`src/rtl/irqv_pkg.sv`:
```
`timescale 1ns/1ps
package irqv_pkg;

    localparam int BYTE_W = 8;

    // Order is behaviour: the source code times the vector width gives
    // the vector's offset from the base of the vector area.
    typedef enum logic [1:0] {
        SRC_IRQ = 2'd0,
        SRC_NMI = 2'd1,
        SRC_RST = 2'd2
    } src_e;

    typedef enum logic [2:0] {
        SQ_BOOT,
        SQ_IDLE,
        SQ_HOLD,
        SQ_PUSH,
        SQ_FETCH,
        SQ_LOAD
    } sq_state_e;

    function automatic int vec_offset(input src_e src, input int nbytes);
        return int'(src) * nbytes;
    endfunction

endpackage

```
`src/rtl/irqv_arbiter.sv`:
```
`timescale 1ns/1ps
module irqv_arbiter
    import irqv_pkg::*;
(
    input  logic clk,
    input  logic rst,
    input  logic ext_reset_n,
    input  logic nmi_n,
    input  logic irq_n,
    input  logic int_mask,
    input  logic insn_end,
    input  logic idle,
    output logic req_valid,
    output src_e req_src
);

    logic nmi_prev_q;
    logic nmi_pend_q;
    logic nmi_fall;
    logic irq_live;

    // Previous level tracks the pin even in reset, so a line already low
    // at release is not seen as an edge.
    always_ff @(posedge clk) begin
        nmi_prev_q <= nmi_n;
    end

    assign nmi_fall = nmi_prev_q && !nmi_n;
    assign irq_live = !irq_n && !int_mask;

    assign req_valid = idle && insn_end && ext_reset_n && (nmi_pend_q || irq_live);
    assign req_src   = nmi_pend_q ? SRC_NMI : SRC_IRQ;

    always_ff @(posedge clk) begin
        if (rst || !ext_reset_n) begin
            nmi_pend_q <= 1'b0;
        end else if (nmi_fall) begin
            nmi_pend_q <= 1'b1;
        end else if (req_valid && req_src == SRC_NMI) begin
            nmi_pend_q <= 1'b0;
        end
    end

endmodule

```
`src/rtl/irqv_seq.sv`:
```
`timescale 1ns/1ps
module irqv_seq
    import irqv_pkg::*;
#(
    parameter int ADDR_W = 16
) (
    input  logic              clk,
    input  logic              rst,
    input  logic              ext_reset_n,
    input  logic              req_valid,
    input  src_e              req_src,
    input  logic [ADDR_W-1:0] pc_now,
    input  logic [BYTE_W-1:0] psr_now,
    input  logic              push_ack,
    input  logic [BYTE_W-1:0] mem_rdata,
    output logic              idle,
    output logic              busy,
    output logic              mem_rd,
    output logic [ADDR_W-1:0] mem_addr,
    output logic              push_req,
    output logic [BYTE_W-1:0] push_data,
    output logic              set_idis,
    output logic              pc_load,
    output logic [ADDR_W-1:0] pc_value,
    output logic              done
);

    localparam int PC_BYTES = ADDR_W / BYTE_W;
    localparam int PUSH_N   = PC_BYTES + 1;
    localparam int CNT_W    = $clog2(PUSH_N) + 1;
    localparam logic [ADDR_W-1:0] VEC_SPAN = ADDR_W'(3 * PC_BYTES);
    localparam logic [ADDR_W-1:0] VEC_BASE = ~(VEC_SPAN - ADDR_W'(1));
    localparam logic [CNT_W-1:0]  PUSH_LAST  = CNT_W'(PUSH_N - 1);
    localparam logic [CNT_W-1:0]  FETCH_LAST = CNT_W'(PC_BYTES - 1);

    sq_state_e         st_q, st_d;
    src_e              src_q, src_d;
    logic [CNT_W-1:0]  cnt_q, cnt_d;
    logic [ADDR_W-1:0] pc_sav_q;
    logic [BYTE_W-1:0] psr_sav_q;
    logic              cap_pend_q;
    logic [CNT_W-1:0]  cap_idx_q;
    logic [BYTE_W-1:0] asm_q   [PC_BYTES];
    logic [BYTE_W-1:0] pc_byte [PC_BYTES];
    logic [ADDR_W-1:0] vec_addr;

    // Next-state logic; the external reset line overrides every state.
    always_comb begin
        st_d  = st_q;
        src_d = src_q;
        cnt_d = cnt_q;
        unique case (st_q)
            SQ_BOOT: begin
                st_d  = SQ_FETCH;
                src_d = SRC_RST;
                cnt_d = '0;
            end
            SQ_IDLE: begin
                if (req_valid) begin
                    st_d  = SQ_PUSH;
                    src_d = req_src;
                    cnt_d = '0;
                end
            end
            SQ_PUSH: begin
                if (push_ack) begin
                    if (cnt_q == PUSH_LAST) begin
                        st_d  = SQ_FETCH;
                        cnt_d = '0;
                    end else begin
                        cnt_d = cnt_q + 1'b1;
                    end
                end
            end
            SQ_FETCH: begin
                if (cnt_q == FETCH_LAST) begin
                    st_d  = SQ_LOAD;
                    cnt_d = '0;
                end else begin
                    cnt_d = cnt_q + 1'b1;
                end
            end
            SQ_LOAD: begin
                st_d = SQ_IDLE;
            end
            SQ_HOLD: begin
                if (ext_reset_n) begin
                    st_d  = SQ_FETCH;
                    src_d = SRC_RST;
                    cnt_d = '0;
                end
            end
            default: begin
                st_d = SQ_IDLE;
            end
        endcase
        if (!ext_reset_n) begin
            st_d  = SQ_HOLD;
            cnt_d = '0;
        end
    end

    always_ff @(posedge clk) begin
        if (rst) begin
            st_q       <= SQ_BOOT;
            src_q      <= SRC_RST;
            cnt_q      <= '0;
            cap_pend_q <= 1'b0;
            cap_idx_q  <= '0;
            pc_sav_q   <= '0;
            psr_sav_q  <= '0;
        end else begin
            st_q       <= st_d;
            src_q      <= src_d;
            cnt_q      <= cnt_d;
            cap_pend_q <= (st_q == SQ_FETCH);
            cap_idx_q  <= cnt_q;
            if (st_q == SQ_IDLE && req_valid) begin
                pc_sav_q  <= pc_now;
                psr_sav_q <= psr_now;
            end
        end
    end

    // Byte slicing of the saved PC and assembly of the fetched vector.
    for (genvar g = 0; g < PC_BYTES; g++) begin : g_bytes
        assign pc_byte[g] = pc_sav_q[g*BYTE_W +: BYTE_W];

        always_ff @(posedge clk) begin
            if (cap_pend_q && cap_idx_q == CNT_W'(g)) begin
                asm_q[g] <= mem_rdata;
            end
        end

        if (g == PC_BYTES - 1) begin : g_top
            assign pc_value[g*BYTE_W +: BYTE_W] = mem_rdata;
        end else begin : g_low
            assign pc_value[g*BYTE_W +: BYTE_W] = asm_q[g];
        end
    end

    always_comb begin
        push_data = psr_sav_q;
        for (int i = 0; i < PC_BYTES; i++) begin
            if (cnt_q == CNT_W'(i)) begin
                push_data = pc_byte[PC_BYTES-1-i];
            end
        end
    end

    assign vec_addr = VEC_BASE + ADDR_W'(vec_offset(src_q, PC_BYTES));
    assign mem_addr = vec_addr + ADDR_W'(cnt_q);

    assign idle     = (st_q == SQ_IDLE);
    assign busy     = !idle;
    assign mem_rd   = (st_q == SQ_FETCH);
    assign push_req = (st_q == SQ_PUSH);
    assign set_idis = push_req && push_ack && (cnt_q == PUSH_LAST);
    assign pc_load  = (st_q == SQ_LOAD);
    assign done     = pc_load;

endmodule

```
`src/rtl/irq_vec_seq.sv`:
```
`timescale 1ns/1ps
module irq_vec_seq
    import irqv_pkg::*;
#(
    parameter int ADDR_W = 16
) (
    input  logic              clk,
    input  logic              rst,
    input  logic              ext_reset_n,
    input  logic              nmi_n,
    input  logic              irq_n,
    input  logic              int_mask,
    input  logic              insn_end,
    input  logic [ADDR_W-1:0] pc_now,
    input  logic [7:0]        psr_now,
    output logic [ADDR_W-1:0] mem_addr,
    output logic              mem_rd,
    input  logic [7:0]        mem_rdata,
    output logic              push_req,
    output logic [7:0]        push_data,
    input  logic              push_ack,
    output logic              set_idis,
    output logic              pc_load,
    output logic [ADDR_W-1:0] pc_value,
    output logic              done,
    output logic              busy
);

    logic idle;
    logic req_valid;
    src_e req_src;

    irqv_arbiter u_arb (
        .clk         (clk),
        .rst         (rst),
        .ext_reset_n (ext_reset_n),
        .nmi_n       (nmi_n),
        .irq_n       (irq_n),
        .int_mask    (int_mask),
        .insn_end    (insn_end),
        .idle        (idle),
        .req_valid   (req_valid),
        .req_src     (req_src)
    );

    irqv_seq #(.ADDR_W(ADDR_W)) u_seq (
        .clk         (clk),
        .rst         (rst),
        .ext_reset_n (ext_reset_n),
        .req_valid   (req_valid),
        .req_src     (req_src),
        .pc_now      (pc_now),
        .psr_now     (psr_now),
        .push_ack    (push_ack),
        .mem_rdata   (mem_rdata),
        .idle        (idle),
        .busy        (busy),
        .mem_rd      (mem_rd),
        .mem_addr    (mem_addr),
        .push_req    (push_req),
        .push_data   (push_data),
        .set_idis    (set_idis),
        .pc_load     (pc_load),
        .pc_value    (pc_value),
        .done        (done)
    );

endmodule

```
`config.mk`:
```
export PLATFORM = sky130hd
export DESIGN_NAME = irq_vec_seq
export DESIGN_NICKNAME = d
export VERILOG_FILES = /design/src/rtl/irqv_pkg.sv /design/src/rtl/irqv_arbiter.sv /design/src/rtl/irqv_seq.sv /design/src/rtl/irq_vec_seq.sv
export SDC_FILE = /design/constraint.sdc
export NUM_CORES = 1
export LEC_CHECK = 0
export ABC_AREA = 1
export ABC_CLOCK_PERIOD_IN_PS = 2150
export BUFFER_PORTS_ARGS = -buffer_cell sky130_fd_sc_hd__buf_2
export CAP_MARGIN = 20
export CORE_AREA = 2 2 70 72
export CTS_CLUSTER_SIZE = 40
export DETAILED_ROUTE_END_ITERATION = 10
export DIE_AREA = 0 0 72 74
export GPL_TIMING_DRIVEN = 0
export PLACE_DENSITY_LB_ADDON = 0.15
export SETUP_SLACK_MARGIN = 0.1
export SYNTH_ARGS = -nofsm -noshare
export SYNTH_HDL_FRONTEND = slang
export SYNTH_SLANG_ARGS = --single-unit
```
`constraint.sdc`:
```
create_clock -name clk -period 2.15 [get_ports clk]
set_input_delay 0.43 -clock clk [delete_from_list [all_inputs] [get_ports clk]]
set_output_delay 0.43 -clock clk [all_outputs]
set_load 0.02 [all_outputs]
```
==> metrics.yaml <==
synth_area_per_cell_um2: 7.68
clock_path_buffers: 2
clkLatencyLatePin_ns: 0.30
area_growth_pct: 35.0
cts_num_sinks: 46
grt_setup_unrepaired: "true"
layoutNonFillerInstCount: 427
peakVddDrop_mv: 0.390
top_usage_layer: "met2"
path_max_fanout: 2
first_iter_violations: 71
cp-end-kind: "output pin"
grt.overflow.total: 0
netlist_area_mm2: 0.00214
grt_use_met3: 0.0393
fin_skew_ns: 0.00556
worstPathRequired_ns: 1.72
p_total_mw: 1.79
antenna_found_initial: 0
setup_violations: 11
min_path_type: "in -> reg"
cts_made_buffers: 5
cts_hold_buf: 0
rows: 25
critPathMaxStageDelay_ns: 0.34
synth_edf_count: 8
drtPass1Iterations: 4
cap_violations: 0
place.gp.congestion: 0.831
hold_viol: 0
crit_type: "reg -> out"
yosysWarnings: 0
period_needed_ns: 2.29
power_density_mw_per_mm2: 619
hpwl_mm: 3.61
finish.utilization: 0.629
fin_hold_ws_ns: 0.247
async_flop_share: 0
wirelength_mm: 4.85
status: "complete, but fails checks"
fin_ws_ns: -0.142
placed_area_mm2: 0.00264
cts_tree: "yes"
io_pins: 86
final_max_slew_viol_count: 0
grt_use_met1: 0.217
worstMarginPinSlew_ns: 0.675
root_buffer: "clkbuf_8"
worstPathArrival_ns: 1.86
core-area_mm2: 0.00460
synthCells: 279
met2_usage: 0.334
cp-start-kind: "register"
grt_usage: 0.185
synth_area_leader_cell: "dfxtp_1"
dp_slack_ns: -0.0100
power.leakage_nw: 1.32
final_nets: 418
yosys-top-cells-area: "dfxtp_1, nor2_1, edfxtp_1"
failed_checks: "negative setup slack"
die_h_um: 74
crit_chain: "ha_4, ha_4, a21o_1, nand2_1, ha_1, inv_2, buf_6, buf_6"
vias: 2018
tns_ns: -0.982
synth_commonest_cells: "nor2_1, nand2_1, dfxtp_1"
synthesis.nets: 325
dieWidth_um: 72
via_per_inst: 4.73
path_clk_slew_ns: 0.08
postLayoutCellArea_mm2: 0.00289
synth_most_common_cell: "nor2_1"
synthFlopType: "dfxtp_1"
num_antenna_cells: 0
slew_headroom: 0.546
antenna_left: 0
post-route-period-util: 1.07
drive_gt1_frac: 0.375
grt_first_pass_wirelength_mm: 7.61
io_buffers: 84
dieArea_mm2: 0.00533
ys_ff_latch: 46
grt_max_degree: 14
start_util: 0.466
ys_types: 27
first_global_vias: 1754
crit_slowest_cell: "dfxtp_2"
fmax_ghz: 0.436
synthDominantCellAreaShare: 0.355
htreeDepth: 2
wire_per_inst_um: 11.4
route.detailed.drc: 0
dp.cells: 418
synth-seq-area-share: 0.467
final timing paths:
kind | end | from | cells after the start | slack [ns]
worst max register to register | u_seq.pc_sav_q[12]$_SDFFE_PP0P_ | u_seq.st_q[1]$_SDFFE_PP0P_ | 7 | 0.65
worst max-delay path | mem_addr[6] | u_seq.src_q[1]$_SDFFE_PP1P_ | 8 | -0.14
worst min-delay path | u_arb.nmi_prev_q$_DFF_P_ | nmi_n | 1 | 0.25
worst min register to register | u_arb.nmi_pend_q$_SDFFE_PP0P_ | u_arb.nmi_prev_q$_DFF_P_ | 2 | 0.45
repair_timing:
action / 4_1_cts / 5_1_grt
gates resized for setup: 38 / 5
pin swaps: 5 / 3
setup buffers: 1 / 0
endpoints found under the setup margin: 21 / 21
layout make-up:
cell class | instances | area (µm²)
plain buffers | 25 | 191
clock buffers | 7 | 76.3
clock inverters | 1 | 30.0
fillers | 422 | 1710
inverters | 25 | 95.1
multi-input cells | 183 | 936
flip-flops and latches | 46 | 1000
well taps | 54 | 67.6
repair buffers | 86 | 492
registers in the layout, summed over array words and instances (netlist names):
signal and cells:
u_arb.nmi_pend_q 1, u_arb.nmi_prev_q 1, u_seq.asm_q 8, u_seq.cap_idx_q 3
u_seq.cap_pend_q 1, u_seq.cnt_q 3, u_seq.pc_sav_q 16, u_seq.psr_sav_q 8
u_seq.src_q 2, u_seq.st_q 3
cell usage in the layout (no fill, tap or decap), types with 3 or more instances in the layout:
master | netlist | routed
buf_4 | 20 | 16
buf_2 | 0 | 75
buf_6 | 0 | 15
nand3_1 | 17 | 17
clkbuf_8 | 0 | 5
nand2_1 | 44 | 43
ha_4 | 0 | 3
dfxtp_2 | 0 | 3
nor2_1 | 66 | 65
o21ai_0 | 26 | 26
inv_2 | 4 | 9
inv_1 | 20 | 15
clkbuf_1 | 5 | 7
dfxtp_1 | 38 | 35
a21oi_1 | 6 | 6
edfxtp_1 | 8 | 8
critical path, delay by kind of cell, from the launching register on:
kind,cells,cell delay [ns]
DFF,1,0.34
and+or+nand+nor,1,0.06
AOI/OAI and AO/OA,1,0.13
buffers and inverters,3,0.26
adders and majority gates,3,0.78
layer usage:
| metal | vias up | wire [µm] |
|---|---|---|
| li1 | 1055 | - |
| met1 | 885 | 2150 |
| met2 | 72 | 2340 |
| met3 | 6 | 300 |
| met4 | 0 | 59 |
| met5 | - | 0 |
cells by family after synthesis:
logic type | Yosys count | synth area share
flip-flops | 46 | 0.467
AO/OA/AOI/OAI | 41 | 0.103
AND/OR/NAND/NOR | 136 | 0.268
buffers and inverters | 50 | 0.123
adder cells (fa/ha/maj) | 6 | 0.0386
report_power, final:
group          internal (mW)  switching, mW  total [mW]
clock                  0.348          0.275       0.622
sequential             0.894         0.0145       0.909
combinational          0.114          0.145       0.259
total                   1.36          0.434        1.79
Power figures use the tool's default switching activity.
